### src/rtl/iqpd_pkg.sv
package iqpd_pkg;

   typedef enum logic {
      PH_EVEN = 1'b0,
      PH_ODD  = 1'b1
   } phase_e;

   // accumulator wide enough for TAPS full-scale products
   function automatic int acc_bits(input int in_w, input int coef_w, input int taps);
      return in_w + coef_w + $clog2(taps);
   endfunction

endpackage

### src/rtl/iqpd_phase_split.sv
module iqpd_phase_split
   import iqpd_pkg::*;
#(
   parameter int IN_W = 8
) (
   input  logic                   clk,
   input  logic                   rst,
   input  logic signed [IN_W-1:0] smp_in,
   output logic signed [IN_W-1:0] smp_q,
   output logic                   ld_even,
   output logic                   ld_odd
);

   phase_e phase;

   always_ff @(posedge clk) begin
      if (rst) begin
         phase   <= PH_EVEN;
         smp_q   <= '0;
         ld_even <= 1'b0;
         ld_odd  <= 1'b0;
      end else begin
         smp_q   <= smp_in;
         ld_even <= (phase == PH_EVEN);
         ld_odd  <= (phase == PH_ODD);
         phase   <= (phase == PH_EVEN) ? PH_ODD : PH_EVEN;
      end
   end


   load_excl_chk: assert property (@(posedge clk) $onehot0({ld_even, ld_odd}));


   load_every_clk_chk: assert property (@(posedge clk) disable iff (rst)
      !rst |=> (ld_even ^ ld_odd));


   load_alt_chk: assert property (@(posedge clk) disable iff (rst)
      ld_even |=> ld_odd);

endmodule

### src/rtl/iqpd_round_sat.sv
module iqpd_round_sat #(
   parameter int IN_W  = 19,
   parameter int FRAC  = 3,
   parameter int OUT_W = 12
) (
   input  logic signed [IN_W-1:0]  acc,
   output logic signed [OUT_W-1:0] res
);

   localparam int EXT_W = IN_W + 1;
   localparam logic signed [EXT_W-1:0] HALF = EXT_W'(longint'(1) << (FRAC - 1));
   localparam logic signed [EXT_W-1:0] MAXV = {{(EXT_W - OUT_W + 1){1'b0}}, {(OUT_W - 1){1'b1}}};
   localparam logic signed [EXT_W-1:0] MINV = {{(EXT_W - OUT_W + 1){1'b1}}, {(OUT_W - 1){1'b0}}};

   logic signed [EXT_W-1:0] rnd;
   logic signed [EXT_W-1:0] shf;

   always_comb begin
      rnd = {acc[IN_W-1], acc} + HALF;
      shf = rnd >>> FRAC;
   end

   if (OUT_W >= EXT_W - FRAC) begin : g_no_clamp
      assign res = shf[OUT_W-1:0];
   end else begin : g_clamp
      always_comb begin
         if (shf > MAXV)      res = MAXV[OUT_W-1:0];
         else if (shf < MINV) res = MINV[OUT_W-1:0];
         else                 res = shf[OUT_W-1:0];
      end
   end

endmodule

### src/rtl/iqpd_fir_branch.sv
module iqpd_fir_branch #(
   parameter int                        IN_W   = 8,
   parameter int                        COEF_W = 8,
   parameter int                        TAPS   = 7,
   parameter logic [TAPS*COEF_W-1:0]    COEFS  = '0,
   parameter int                        FRAC   = 3,
   parameter int                        OUT_W  = 12
) (
   input  logic                    clk,
   input  logic                    rst,
   input  logic                    ld,
   input  logic signed [IN_W-1:0]  smp,
   output logic                    vout,
   output logic signed [OUT_W-1:0] y
);

   localparam int PROD_W = IN_W + COEF_W;
   localparam int ACC_W  = iqpd_pkg::acc_bits(IN_W, COEF_W, TAPS);
   localparam longint SAT_HI = (longint'(1) << (OUT_W - 1 + FRAC)) - (longint'(1) << (FRAC - 1));
   localparam longint SAT_LO = -(longint'(1) << (OUT_W - 1 + FRAC)) - (longint'(1) << (FRAC - 1));
   localparam logic signed [OUT_W-1:0] Y_MAX = {1'b0, {(OUT_W - 1){1'b1}}};
   localparam logic signed [OUT_W-1:0] Y_MIN = {1'b1, {(OUT_W - 1){1'b0}}};

   logic signed [IN_W-1:0]   dl   [TAPS];
   logic signed [PROD_W-1:0] prod [TAPS];
   logic signed [ACC_W-1:0]  acc;
   logic signed [ACC_W-1:0]  acc_sum;
   logic signed [OUT_W-1:0]  y_nxt;
   logic                     v1, v2, v3;

   // delay line and stage strobes
   always_ff @(posedge clk) begin
      if (rst) begin
         for (int j = 0; j < TAPS; j++) dl[j] <= '0;
         v1   <= 1'b0;
         v2   <= 1'b0;
         v3   <= 1'b0;
         vout <= 1'b0;
         acc  <= '0;
         y    <= '0;
      end else begin
         v1   <= ld;
         v2   <= v1;
         v3   <= v2;
         vout <= v3;
         if (ld) begin
            dl[0] <= smp;
            for (int j = 1; j < TAPS; j++) dl[j] <= dl[j-1];
         end
         acc <= acc_sum;
         y   <= y_nxt;
      end
   end

   // one registered multiplier per nonzero tap
   for (genvar j = 0; j < TAPS; j++) begin : g_tap
      localparam logic signed [COEF_W-1:0] CJ = COEFS[j*COEF_W +: COEF_W];
      if (CJ == 0) begin : g_zero
         assign prod[j] = '0;
      end else begin : g_mul
         logic signed [PROD_W-1:0] p_r;
         always_ff @(posedge clk) begin
            if (rst)     p_r <= '0;
            else if (v1) p_r <= dl[j] * CJ;
         end
         assign prod[j] = p_r;
      end
   end

   always_comb begin
      acc_sum = '0;
      for (int j = 0; j < TAPS; j++) acc_sum = acc_sum + ACC_W'(prod[j]);
   end

   iqpd_round_sat #(
      .IN_W  (ACC_W),
      .FRAC  (FRAC),
      .OUT_W (OUT_W)
   ) u_round_sat (
      .acc (acc),
      .res (y_nxt)
   );


   branch_latency_chk: assert property (@(posedge clk) disable iff (rst)
      ld |-> ##4 vout);


   sat_hi_chk: assert property (@(posedge clk) disable iff (rst)
      (v3 && (longint'(acc) >= SAT_HI)) |=> (y == Y_MAX));


   sat_lo_chk: assert property (@(posedge clk) disable iff (rst)
      (v3 && (longint'(acc) < SAT_LO)) |=> (y == Y_MIN));

endmodule

### src/rtl/iqpd_pair_demux.sv
module iqpd_pair_demux
   import iqpd_pkg::*;
#(
   parameter int W = 12
) (
   input  logic                clk,
   input  logic                rst,
   input  logic                vin,
   input  logic signed [W-1:0] din,
   output logic signed [W-1:0] even_w,
   output logic signed [W-1:0] odd_w,
   output logic                vout
);

   phase_e              slot;
   logic signed [W-1:0] hold;

   always_ff @(posedge clk) begin
      if (rst) begin
         slot   <= PH_EVEN;
         hold   <= '0;
         even_w <= '0;
         odd_w  <= '0;
         vout   <= 1'b0;
      end else begin
         vout <= 1'b0;
         if (vin) begin
            if (slot == PH_EVEN) begin
               hold <= din;
               slot <= PH_ODD;
            end else begin
               even_w <= hold;
               odd_w  <= din;
               vout   <= 1'b1;
               slot   <= PH_EVEN;
            end
         end
      end
   end


   strobe_gap_chk: assert property (@(posedge clk) disable iff (rst)
      vout |=> !vout);


   word_hold_chk: assert property (@(posedge clk) disable iff (rst)
      (!vout && !$past(rst)) |-> ($stable(even_w) && $stable(odd_w)));

endmodule

### src/rtl/iq_polyphase_demod.sv
module iq_polyphase_demod #(
   parameter int                     IN_W   = 8,
   parameter int                     COEF_W = 8,
   parameter int                     TAPS   = 7,
   parameter logic [TAPS*COEF_W-1:0] COEF_I = 56'h02F232B432F202,
   parameter logic [TAPS*COEF_W-1:0] COEF_Q = 56'h06E248B81EFA00,
   parameter int                     FRAC   = 3,
   parameter int                     OUT_W  = 12
) (
   input  logic                    clk,
   input  logic                    rst,
   input  logic signed [IN_W-1:0]  if_sample,
   output logic signed [OUT_W-1:0] i_even,
   output logic signed [OUT_W-1:0] i_odd,
   output logic signed [OUT_W-1:0] q_even,
   output logic signed [OUT_W-1:0] q_odd,
   output logic                    out_valid
);

   localparam int ACC_W  = iqpd_pkg::acc_bits(IN_W, COEF_W, TAPS);
   localparam int N_CHAN = 2;

   // elaboration-time parameter checks
   if ((TAPS % 2) == 0 || TAPS < 3) begin : g_bad_taps
      $error("TAPS must be odd and at least 3");
   end
   if (FRAC < 1 || FRAC >= ACC_W) begin : g_bad_frac
      $error("FRAC must lie in 1..ACC_W-1");
   end
   if (OUT_W < 2 || OUT_W > ACC_W) begin : g_bad_outw
      $error("OUT_W must lie in 2..ACC_W");
   end

   logic signed [IN_W-1:0]  smp_r;
   logic                    ld_even, ld_odd;
   logic [N_CHAN-1:0]       dm_v;
   logic signed [OUT_W-1:0] dm_e [N_CHAN];
   logic signed [OUT_W-1:0] dm_o [N_CHAN];

   iqpd_phase_split #(
      .IN_W (IN_W)
   ) u_split (
      .clk     (clk),
      .rst     (rst),
      .smp_in  (if_sample),
      .smp_q   (smp_r),
      .ld_even (ld_even),
      .ld_odd  (ld_odd)
   );

   for (genvar c = 0; c < N_CHAN; c++) begin : g_chan
      localparam logic [TAPS*COEF_W-1:0] CF = (c == 0) ? COEF_I : COEF_Q;

      logic                    ld_c;
      logic                    bv;
      logic signed [OUT_W-1:0] by;
      logic                    v_a;
      logic signed [OUT_W-1:0] y_a;
      logic signed [OUT_W-1:0] e_l, o_l;
      logic                    v_l;

      assign ld_c = (c == 0) ? ld_even : ld_odd;

      iqpd_fir_branch #(
         .IN_W   (IN_W),
         .COEF_W (COEF_W),
         .TAPS   (TAPS),
         .COEFS  (CF),
         .FRAC   (FRAC),
         .OUT_W  (OUT_W)
      ) u_branch (
         .clk  (clk),
         .rst  (rst),
         .ld   (ld_c),
         .smp  (smp_r),
         .vout (bv),
         .y    (by)
      );

      // the even branch sees its sample one clock earlier: realign it
      if (c == 0) begin : g_align
         always_ff @(posedge clk) begin
            if (rst) begin
               v_a <= 1'b0;
               y_a <= '0;
            end else begin
               v_a <= bv;
               y_a <= by;
            end
         end
      end else begin : g_direct
         assign v_a = bv;
         assign y_a = by;
      end

      iqpd_pair_demux #(
         .W (OUT_W)
      ) u_demux (
         .clk    (clk),
         .rst    (rst),
         .vin    (v_a),
         .din    (y_a),
         .even_w (e_l),
         .odd_w  (o_l),
         .vout   (v_l)
      );

      assign dm_e[c] = e_l;
      assign dm_o[c] = o_l;
      assign dm_v[c] = v_l;
   end

   assign i_even    = dm_e[0];
   assign i_odd     = dm_o[0];
   assign q_even    = dm_e[1];
   assign q_odd     = dm_o[1];
   assign out_valid = dm_v[1];


   chan_align_chk: assert property (@(posedge clk) disable iff (rst)
      dm_v[0] == dm_v[1]);


   rst_clear_chk: assert property (@(posedge clk)
      rst |=> (!out_valid && i_even == '0 && i_odd == '0 && q_even == '0 && q_odd == '0));

endmodule

### config.mk
export PLATFORM = sky130hd
export DESIGN_NAME = iq_polyphase_demod
export DESIGN_NICKNAME = d
export VERILOG_FILES = /design/src/rtl/iqpd_pkg.sv /design/src/rtl/iqpd_phase_split.sv /design/src/rtl/iqpd_round_sat.sv /design/src/rtl/iqpd_fir_branch.sv /design/src/rtl/iqpd_pair_demux.sv /design/src/rtl/iq_polyphase_demod.sv
export SDC_FILE = /design/constraint.sdc
export NUM_CORES = 1
export LEC_CHECK = 0
export ABC_AREA = 1
export CELL_PAD_IN_SITES_DETAIL_PLACEMENT = 1
export CELL_PAD_IN_SITES_GLOBAL_PLACEMENT = 1
export CORE_MARGIN = 8
export CORE_UTILIZATION = 50
export CTS_CLUSTER_DIAMETER = 200
export DETAILED_ROUTE_END_ITERATION = 8
export DONT_BUFFER_PORTS = 1
export GPL_TIMING_DRIVEN = 0
export PLACE_DENSITY = 0.83
export SYNTH_ARGS = -nofsm -noshare
export SYNTH_HDL_FRONTEND = slang
export SYNTH_SLANG_ARGS = --single-unit
### constraint.sdc
create_clock -name clk -period 5.4 [get_ports clk]
set_clock_uncertainty 0.05 [all_clocks]
set_input_delay 1.08 -clock clk [delete_from_list [all_inputs] [get_ports clk]]
set_output_delay 1.08 -clock clk [all_outputs]
set_load 0.05 [all_outputs]
==> results.toml <==
[outcome]
outcome = "complete, no violations"

[clock_network]
cts_max_level = 2
cts_num_sinks = 427
path_clk_slew_ns = 0.06
cts_inserted_buffers = 48
clk_latency_ns = 0.61
cts_tree = "done"
root_buffer = "clkbuf_16"
ctsLongestPathBuffers = 3

[grt]
grt_pass1_wl_mm = 125
grt_pass1_vias = 23800
grt_max_degree = 66
gr-total-overflow = 0
antenna_found_initial = 1
grt.total_usage = 0.248

[synth]
synth.avg_cell_area_um2 = 8.49
synth_nets = 3667
synth_edf_count = 112
synth.largest_area_cell = "dfxtp_1"
synth_area_um2 = 27100
ys.flop_type = "dfxtp_1"
ys_seq_elements = 427
ys_seq_area_frac = 0.357
ys_warn_count = 0
syn_inst = 3193
synth.top_cell.area_share = 0.233
synthArstFlopShare = 0
synth.distinct_cells = 45
ys_top_cells_by_area = "dfxtp_1 23%, ha_1 14%, fa_1 12%"

[floorplanning]
die_h_um = 249
die_area_um2 = 61900
rows = 85
fp.dieW_um = 249
io-pin-count = 59
core_area_um2 = 53700
start_util = 0.505

[sta]
worst_slew_pin_slew_ns = 1.26
post-route-min-period_ns = 5.23
finalSetupViolCount = 0
tns_ns = 0
fmax_mhz = 191
slew_headroom = 0.157
setup_ws_ns = 0.173
hold_viol = 0
fin_crit_sh = 0.968
slew_viol_final = 0

[place]
place_congestion = 0.865
dpl.hpwl_mm = 60.5
portBuffers = 0
dpl_worst_slack_ns = -0.155
placed_area_um2 = 28000

[cells_and_area]
diodes = 0
area.growth.synth_to_final_pct = 10.0
final_area_um2 = 29800
drive_gt1_frac = 0.0548
fin_nets = 3719
mostFrequentLayoutCell = "inv_1"
post-route-util = 0.555
n_fill_cell = 6420
final_cell_mix = "600 x inv_1, 422 x nand2_1, 377 x nor2_1"

[critical_path]
cp.required_ns = 5.84
worstPathMaxFanout = 5
arrival_ns = 5.67
crit_type = "flop to flop"
start_kind = "flop"
crit_slowest_cell = "fa_1"
max_stage_delay_ns = 0.54
cp-end-kind = "flop"
crit_chain = "fa_1, ha_2, fa_2, nand3_1, nand2_1, a21oi_2, o21ai_1, xor2_1, fa_1, fa_1, inv_1, fa_1, inv_1, ha_4, nand2_1, nor2_2, nand4_1, o2111ai_2, nand2_1, nand2_1, nor2_1"

[routing]
via_per_inst = 5.39
drtIter0Drc = 1062
ant_nets = 0
vias = 21500
drcViolationCount = 0
wl_mm = 78.4
post_drt_wl_per_cell_um = 19.7
drtPass1Iterations = 5

[job]
maxCapViolCount = 0

[pwr]
max-vdd-ir-drop_v = 0.000241
power_leakage_uw = 0.0146
power_density_nw_per_um2 = 341

[hold_path]
hp-class = "flop to flop"
-- area by class of cell --
type / instances / area, um2 / share of cell area
Multi-Input combinational cell: 2078 / 15000 / 0.502
Sequential cell: 427 / 9670 / 0.324
Inverter: 607 / 2280 / 0.0764
Clock buffer: 61 / 1330 / 0.0447
Tap cell: 696 / 871 / 0.0292
Clock inverter: 29 / 347 / 0.0116
Buffer: 81 / 333 / 0.0112
Timing Repair Buffer: 2 / 27.5 / 0.000923
-- routing by layer --
layer  vias up  share of wire  global-route usage
met5         -              0                   0
met4         0          0.040               0.100
met3       162          0.038              0.0332
met2       413           0.50               0.451
met1     10600           0.42               0.293
li1      10300              -                   -
-- state kept, by name, indices dropped and copies added, names as in the netlist --
signal and flops:
g_chan.u_branch.acc 34, g_chan.u_branch.dl 112, g_chan.u_branch.g_tap.g_mul.p_r 156, g_chan.u_branch.v2 1, g_chan.u_branch.v3 1, g_chan.u_branch.vout 1, g_chan.u_branch.y 24, g_chan.u_demux.even_w 24
g_chan.u_demux.hold 24, g_chan.u_demux.odd_w 24, g_chan.u_demux.slot 2, g_chan.u_demux.vout 1, g_chan.v_a 1, g_chan.y_a 12, u_split.ld_odd 1, u_split.phase 1
u_split.smp_q 8
-- timing repair --
item,CTS,global route
hold buffers,0,0
endpoints found under the setup margin,7,10
setup buffers,0,1
gates resized for setup,6,28
pin swaps,3,8
-- through the flow --
step / total power, uW / cells / hold WS [ns]
after CTS: 10200 / 3980 / 0.351
after floorplan: 5820 / 3193 / 0.338
final: 10200 / 3981 / 0.349
after global routing: 10800 / 3981 / 0.372
after detailed placement: 6650 / 3890 / 0.348
after global placement: 6470 / 3889 / 0.348
-- final timing paths --
check / startpoint / endpoint / slack, ns / cells after the start
setup / recovery: g_chan[0].u_branch.g_tap[2].g_mul.p_r[2] / g_chan[0].u_branch.acc[15] / 0.17 / 21
hold / removal: g_chan[0].u_branch.y[8] / g_chan[0].y_a[8] / 0.35 / 2
setup reg to reg: g_chan[0].u_branch.g_tap[2].g_mul.p_r[2] / g_chan[0].u_branch.acc[15] / 0.17 / 21
hold reg to reg: g_chan[0].u_branch.y[8] / g_chan[0].y_a[8] / 0.35 / 2
-- logic make-up after synthesis --
logic type | Yosys count | synth area share
flip-flops | 427 | 0.357
buffers and inverters | 688 | 0.0962
XOR/XNOR | 82 | 0.0265
AND/OR/NAND/NOR | 1027 | 0.159
adder cells (fa/ha/maj) | 464 | 0.261
AO/OA/AOI/OAI | 505 | 0.101
-- synthesized netlist by cell type (8+ instances only) --
cell,n
nor3_1,22
a22o_1,17
xor2_1,55
buf_2,16
edfxtp_1,112
fa_1,169
dfxtp_1,315
clkbuf_1,57
a21oi_1,196
nor2_2,14
nor2_1,379
o211ai_1,11
o21bai_1,8
ha_1,295
nand3_1,131
xnor2_1,27
nand4_1,18
nand2_2,8
inv_1,601
o22ai_1,15
o21ai_0,224
nand2_1,422
-- report_power, final --
group          switching (uW)  internal (uW)
registers                 219           3590
clock network            1430           2050
logic                    1860           1020
-- worst max-delay path: cells and delay by family (launching register included) --
kind / cells / cell delay (ns)
adder cells (fa/ha/maj): 7 / 2.93
AND/OR/NAND/NOR: 8 / 0.82
AO/OA/AOI/OAI: 3 / 0.45
XOR/XNOR: 1 / 0.43
flip-flops: 1 / 0.33
buffers and inverters: 2 / 0.12
Note: power is estimated with default switching activity, not from simulation.
